### src/rtl/mdio_mgmt_pkg.sv
package mdio_mgmt_pkg;

  // Frame geometry
  localparam int PRE_LEN      = 32;
  localparam int ADR_W        = 5;
  localparam int DAT_W        = 16;
  localparam int FRAME_LEN    = PRE_LEN + 2 + 2 + 2 * ADR_W + 2 + DAT_W;
  localparam int DRIVE_LEN_RD = PRE_LEN + 4 + 2 * ADR_W;
  localparam int DATA_START   = FRAME_LEN - DAT_W;

  // Frame field codes
  localparam logic [1:0] SOF_CODE = 2'b01;
  localparam logic [1:0] OP_WR    = 2'b01;
  localparam logic [1:0] OP_RD    = 2'b10;
  localparam logic [1:0] TA_WR    = 2'b10;

  // Command/status word bit positions
  localparam int CMD_WR_BIT = 27;
  localparam int CMD_RD_BIT = 26;
  localparam int REG_LSB    = 21;
  localparam int PHY_LSB    = 16;

  // Strobes from the register file to the serialiser
  typedef struct packed {
    logic             start;
    logic             isRead;
    logic [ADR_W-1:0] phyAd;
    logic [ADR_W-1:0] regAd;
    logic [DAT_W-1:0] wrData;
  } mdioCmd_t;

endpackage

### src/rtl/mdio_mgmt_regs.sv
module mdio_mgmt_regs
  import mdio_mgmt_pkg::*;
#(
  parameter int BUS_W  = 32,
  parameter int ADDR_W = 3
) (
  input  logic              clk,
  input  logic              rstN,
  input  logic              busSel,
  input  logic              busWr,
  input  logic [ADDR_W-1:0] busAddr,
  input  logic [BUS_W-1:0]  busWdata,
  output logic [BUS_W-1:0]  busRdata,
  output mdioCmd_t          cmd,
  input  logic              frameDone,
  input  logic [DAT_W-1:0]  frameRdData
);

  localparam logic [ADDR_W-1:0] CTRL_OFS = ADDR_W'(0);
  localparam logic [ADDR_W-1:0] WD_OFS   = ADDR_W'(4);
  localparam int                PAD_W    = BUS_W - (CMD_WR_BIT + 1);

  logic             goWr, goRd, busy;
  logic [ADR_W-1:0] phyAd, regAd;
  logic [DAT_W-1:0] rdData;
  logic [BUS_W-1:0] wdReg;
  logic             ctrlSel, wdSel, accept, reqRd, reqWr;

  assign ctrlSel = busSel && (busAddr == CTRL_OFS);
  assign wdSel   = busSel && (busAddr == WD_OFS);
  assign busy    = goWr || goRd;
  assign accept  = ctrlSel && busWr && !busy;
  assign reqRd   = busWdata[CMD_RD_BIT];
  assign reqWr   = busWdata[CMD_WR_BIT];

  always_ff @(posedge clk or negedge rstN) begin
    if (!rstN) begin
      goWr   <= 1'b0;
      goRd   <= 1'b0;
      phyAd  <= '0;
      regAd  <= '0;
      rdData <= '0;
    end else if (accept) begin
      phyAd <= busWdata[PHY_LSB +: ADR_W];
      regAd <= busWdata[REG_LSB +: ADR_W];
      goRd  <= reqRd;
      goWr  <= reqWr && !reqRd;   // read wins when both are requested
    end else if (frameDone) begin
      if (goRd) rdData <= frameRdData;
      goRd <= 1'b0;
      goWr <= 1'b0;
    end
  end

  always_ff @(posedge clk or negedge rstN) begin
    if (!rstN)                wdReg <= '0;
    else if (wdSel && busWr)  wdReg <= busWdata;
  end

  always_comb begin
    cmd.start  = accept && (reqRd || reqWr);
    cmd.isRead = reqRd;
    cmd.phyAd  = busWdata[PHY_LSB +: ADR_W];
    cmd.regAd  = busWdata[REG_LSB +: ADR_W];
    cmd.wrData = wdReg[DAT_W-1:0];
  end

  always_comb begin
    if (busAddr == CTRL_OFS)    busRdata = {{PAD_W{1'b0}}, goWr, goRd, regAd, phyAd, rdData};
    else if (busAddr == WD_OFS) busRdata = wdReg;
    else                        busRdata = '0;
  end

endmodule

### src/rtl/mdio_mgmt_serdes.sv
module mdio_mgmt_serdes
  import mdio_mgmt_pkg::*;
#(
  parameter int MDC_HALF = 20
) (
  input  logic             clk,
  input  logic             rstN,
  input  mdioCmd_t         cmd,
  input  logic             mdioIn,
  output logic             mdc,
  output logic             mdioOut,
  output logic             mdioOe,
  output logic             frameDone,
  output logic [DAT_W-1:0] frameRdData
);

  localparam int CNT_W = (MDC_HALF > 1) ? $clog2(MDC_HALF) : 1;
  localparam int IDX_W = $clog2(FRAME_LEN);

  logic                 running, mdcR, isRd;
  logic [CNT_W-1:0]     divCnt;
  logic [IDX_W-1:0]     bitIdx;
  logic [FRAME_LEN-1:0] shReg, frameWord;
  logic [DAT_W-1:0]     inReg;
  logic                 tick, lastBit, inData;

  assign tick    = (divCnt == CNT_W'(MDC_HALF - 1));
  assign lastBit = (bitIdx == IDX_W'(FRAME_LEN - 1));
  assign inData  = (bitIdx >= IDX_W'(DATA_START));

  // Bits past the address fields of a read are never driven; fill with ones.
  always_comb begin
    frameWord = {{PRE_LEN{1'b1}}, SOF_CODE,
                 cmd.isRead ? OP_RD : OP_WR,
                 cmd.phyAd, cmd.regAd,
                 cmd.isRead ? 2'b11 : TA_WR,
                 cmd.isRead ? {DAT_W{1'b1}} : cmd.wrData};
  end

  always_ff @(posedge clk or negedge rstN) begin
    if (!rstN) begin
      running <= 1'b0;
      mdcR    <= 1'b0;
      isRd    <= 1'b0;
      divCnt  <= '0;
      bitIdx  <= '0;
      shReg   <= '0;
      inReg   <= '0;
    end else if (cmd.start) begin
      running <= 1'b1;
      mdcR    <= 1'b0;
      isRd    <= cmd.isRead;
      divCnt  <= '0;
      bitIdx  <= '0;
      shReg   <= frameWord;
    end else if (running) begin
      if (tick) begin
        divCnt <= '0;
        if (!mdcR) begin
          mdcR <= 1'b1;                                   // rising edge: PHY and we sample
          if (isRd && inData) inReg <= {inReg[DAT_W-2:0], mdioIn};
        end else begin
          mdcR  <= 1'b0;                                  // falling edge: next bit out
          shReg <= {shReg[FRAME_LEN-2:0], 1'b0};
          if (lastBit) running <= 1'b0;
          else         bitIdx  <= bitIdx + IDX_W'(1);
        end
      end else begin
        divCnt <= divCnt + CNT_W'(1);
      end
    end
  end

  assign mdc         = mdcR;
  assign mdioOut     = shReg[FRAME_LEN-1];
  assign mdioOe      = running && (!isRd || (bitIdx < IDX_W'(DRIVE_LEN_RD)));
  assign frameDone   = running && tick && mdcR && lastBit;
  assign frameRdData = inReg;

endmodule

### src/rtl/mdio_mgmt.sv
module mdio_mgmt
  import mdio_mgmt_pkg::*;
#(
  parameter int MDC_HALF = 20,
  parameter int BUS_W    = 32,
  parameter int ADDR_W   = 3
) (
  input  logic              clk,
  input  logic              rstN,
  input  logic              busSel,
  input  logic              busWr,
  input  logic [ADDR_W-1:0] busAddr,
  input  logic [BUS_W-1:0]  busWdata,
  output logic [BUS_W-1:0]  busRdata,
  output logic              mdc,
  output logic              mdioOut,
  output logic              mdioOe,
  input  logic              mdioIn
);

  mdioCmd_t         cmd;
  logic             frameDone;
  logic [DAT_W-1:0] frameRdData;

  mdio_mgmt_regs #(.BUS_W(BUS_W), .ADDR_W(ADDR_W)) u_regs (
    .clk         (clk),
    .rstN        (rstN),
    .busSel      (busSel),
    .busWr       (busWr),
    .busAddr     (busAddr),
    .busWdata    (busWdata),
    .busRdata    (busRdata),
    .cmd         (cmd),
    .frameDone   (frameDone),
    .frameRdData (frameRdData)
  );

  mdio_mgmt_serdes #(.MDC_HALF(MDC_HALF)) u_serdes (
    .clk         (clk),
    .rstN        (rstN),
    .cmd         (cmd),
    .mdioIn      (mdioIn),
    .mdc         (mdc),
    .mdioOut     (mdioOut),
    .mdioOe      (mdioOe),
    .frameDone   (frameDone),
    .frameRdData (frameRdData)
  );

endmodule

### config.mk
export PLATFORM = sky130hd
export DESIGN_NAME = mdio_mgmt
export DESIGN_NICKNAME = d
export VERILOG_FILES = /design/src/rtl/mdio_mgmt_pkg.sv /design/src/rtl/mdio_mgmt_regs.sv /design/src/rtl/mdio_mgmt_serdes.sv /design/src/rtl/mdio_mgmt.sv
export SDC_FILE = /design/constraint.sdc
export NUM_CORES = 1
export LEC_CHECK = 0
export ABC_AREA = 1
export ABC_CLOCK_PERIOD_IN_PS = 3600
export BUFFER_PORTS_ARGS = -buffer_cell sky130_fd_sc_hd__buf_4
export CORE_MARGIN = 2
export CORE_UTILIZATION = 40
export CTS_CLUSTER_SIZE = 20
export DETAILED_ROUTE_END_ITERATION = 10
export PLACE_DENSITY = 0.54
export SYNTH_ARGS = -nofsm -noshare
export SYNTH_HDL_FRONTEND = slang
export SYNTH_SLANG_ARGS = --single-unit
export TNS_END_PERCENT = 20
### constraint.sdc
create_clock -name clk -period 3.6 [get_ports clk]
set_clock_uncertainty 0.1 [all_clocks]
set_input_delay 0.54 -clock clk [delete_from_list [all_inputs] [get_ports clk]]
set_output_delay 0.54 -clock clk [all_outputs]
set_load 0.01 [all_outputs]
==> results.json <==
{
  "rsz0062_at_grt": "false",
  "hp-class": "primary input to async pin",
  "clk_pin_slew_ns": 0.06,
  "grt_first_pass_wirelength_mm": 26.7,
  "avgSynthCellArea_um2": 8.54,
  "fp.dieW_um": 135,
  "drv_cap": 0,
  "die-area_mm2": 0.0182,
  "antenna_found_initial": 0,
  "cts_buffer_depth": 2,
  "dieHeight_um": 135,
  "worstPathRequired_ns": 2.96,
  "cts_num_sinks": 154,
  "ctsRootBufferMaster": "clkbuf_16",
  "peakVddDrop_mv": 0.380,
  "cp-end-kind": "output port",
  "gp_congestion": 0.774,
  "overflow": 0,
  "layout_commonest_cell": "nand2_1",
  "period_minus_slack_ns": 2.46,
  "postLayoutCoreUtil_pct": 48.7,
  "rr_startpoint": "u_regs.goRd",
  "fmax_mhz": 406,
  "vias": 5398,
  "max_stage_delay_ns": 0.41,
  "powerDensity_mw_per_mm2": 610,
  "drt-total-wl_mm": 15.7,
  "critPathTopFamily": "buffers and inverters",
  "cp.arrival_ns": 1.82,
  "grt_max_degree": 82,
  "finalMaxSlewViolations": 0,
  "rr_endpoint": "u_serdes.frameRdData[0]",
  "synth_top_area_cell": "dfrtp_1",
  "nets": 897,
  "antennaDiodeCount": 0,
  "track_usage_pct": 18.6,
  "io_pins": 75,
  "slew_headroom_pct": 49.7,
  "outcome": "completed",
  "min_period_over_period_pct": 68.4,
  "crit_path_max_fanout": 20,
  "path_cells": "buf_4 -> nor2_2 -> nand2_1 -> buf_4 -> inv_1 -> a22o_1 -> buf_4",
  "p_leak_nw": 3.98,
  "drive_gt1_share_pct": 15.1,
  "drc_errors": 0,
  "h-tree-depth": 4,
  "postRouteAntennaNets": 0,
  "dpl.hpwl_mm": 10.2,
  "worst_pin_slew_ns": 0.754,
  "cts_tree": "built",
  "cts_resized": 0,
  "tns_ns": 0,
  "syn_area_mm2": 0.00686,
  "final_cell_mix": "nand2_1 (244), dfrtp_1 (154), nand3_1 (90)",
  "syn_inst": 803,
  "cp_slowest_cell": "inv_1",
  "seq_area_frac_synth_pct": 56.2,
  "post-cts-setup-buffers": 0,
  "wl_per_cell_um": 14.4,
  "setup_viol": 0,
  "yosysWarnings": 0,
  "cp_num_buf_inv": 4,
  "core_mm2": 0.0166,
  "path_class": "primary input to output port",
  "start_util_pct": 41.2,
  "port_buffers": 74,
  "rows": 47,
  "cts_buffers": 17,
  "drt-pass1-iter-count": 7,
  "clock_latency_ns": 0.42,
  "rrSetupSlack_ns": 1.17,
  "postCtsHoldBufs": 0,
  "ys_top_cells_by_area": "dfrtp_1 (56%), nand2_1 (13%), nand3_1 (6.6%)",
  "synth_top_area_share_pct": 56.2,
  "grt_pass1_vias": 5180,
  "vias_per_cell": 4.96,
  "cp_common_cell": "buf_4",
  "hold_violations": 0,
  "ys_types": 29,
  "start_kind": "primary input",
  "ff2ff_path_depth": 7,
  "drt_iter0_drc": 345,
  "ys_seq_elements": 154,
  "synth.net_count": 845,
  "area_delta_synth_final_pct": 18.2
}
## registers in the layout (all words and copies together), names as in the netlist
register and cells:
u_serdes.running 1, u_serdes.shReg 64, u_serdes.bitIdx 6, u_regs.regAd 5, u_serdes.isRd 1, u_regs.rdData 16, u_regs.phyAd 5, u_serdes.mdc 1
u_regs.goWr 1, u_regs.wdReg 32, u_regs.goRd 1, u_serdes.frameRdData 16, u_serdes.divCnt 5
## metal layers
metal  vias up  GRT usage, %  part of all wire, %
met5         -             0                    0
met4         0          4.15                 0.79
met3         8          4.69                  4.1
met2        91          27.9                   46
met1      2612          27.2                   50
li1       2687             -                    -
## logic make-up (layout without fill, tap and decap cells)
logic type / after synthesis / count (layout) / synth area share [%]
AND/OR/NAND/NOR: 393 / 393 / 24.4
flip-flops: 154 / 154 / 56.2
AO/OA/AOI/OAI: 130 / 130 / 10.5
buffers and inverters: 122 / 187 / 8.27
adder cells (fa/ha/maj): 2 / 2 / 0.365
XOR/XNOR: 2 / 2 / 0.256
## power breakdown
group | switching, mW | internal, mW | total, mW
Combinational | 0.402 | 0.322 | 0.724
Clock | 0.699 | 1.20 | 1.90
Sequential | 0.224 | 2.09 | 2.32
Total | 1.33 | 3.61 | 4.94
## layout make-up
type                            instances  area [µm²]
Clock inverter                         10         165
Timing Repair Buffer                   82         632
Clock buffer                           22         464
Multi-Input combinational cell        527        2440
Tap cell                              220         275
Fill cell                            1587        8540
Sequential cell                       154        3850
Inverter                               73         274
## how the worst max path moves through the flow
stage,startpoint,endpoint,slack [ns],cells past startpoint
2_1_floorplan,busAddr[1],busRdata[10],1.60,5
3_3_place_gp,busWdata[26],u_serdes.frameRdData[8],0.97,7
3_5_place_dp,busWdata[26],u_serdes.frameRdData[13],0.87,7
4_1_cts,busAddr[1],busRdata[20],1.10,7
5_1_grt,u_regs.goRd,u_serdes.frameRdData[11],0.91,7
6_report,busAddr[1],busRdata[20],1.14,7
## cells in the mapped netlist
master and instances:
a21oi_1 27, a22o_1 11, buf_1 2, buf_2 21, buf_4 9, buf_6 5
buf_8 1, clkbuf_1 11, dfrtp_1 154, ha_1 2, inv_1 70, inv_2 3
nand2_1 245, nand2_2 5, nand3_1 90, nand3_2 4, nand4_1 5, nor2_1 36
nor2_2 3, nor2_4 2, nor3_1 1, nor3_2 1, o211ai_1 11, o21ai_0 47
o21ai_1 33, o31ai_1 1, or2_2 1, xnor2_1 1, xor2_1 1
## metrics by stage
stage / setup slack, ns / hold WS [ns] / instances / instance area [µm²] / power, mW
2_1_floorplan: 1.60 / 0.144 / 803 / 6860 / 2.81
3_3_place_gp: 0.966 / 0.363 / 1056 / 7470 / 3.04
3_5_place_dp: 0.867 / 0.366 / 1056 / 7470 / 3.08
4_1_cts: 1.10 / 0.105 / 1088 / 8100 / 5.00
5_1_grt: 0.908 / 0.109 / 1088 / 8100 / 5.25
6_report: 1.14 / 0.0532 / 1088 / 8100 / 4.94
Power figures use the tool's default switching activity.
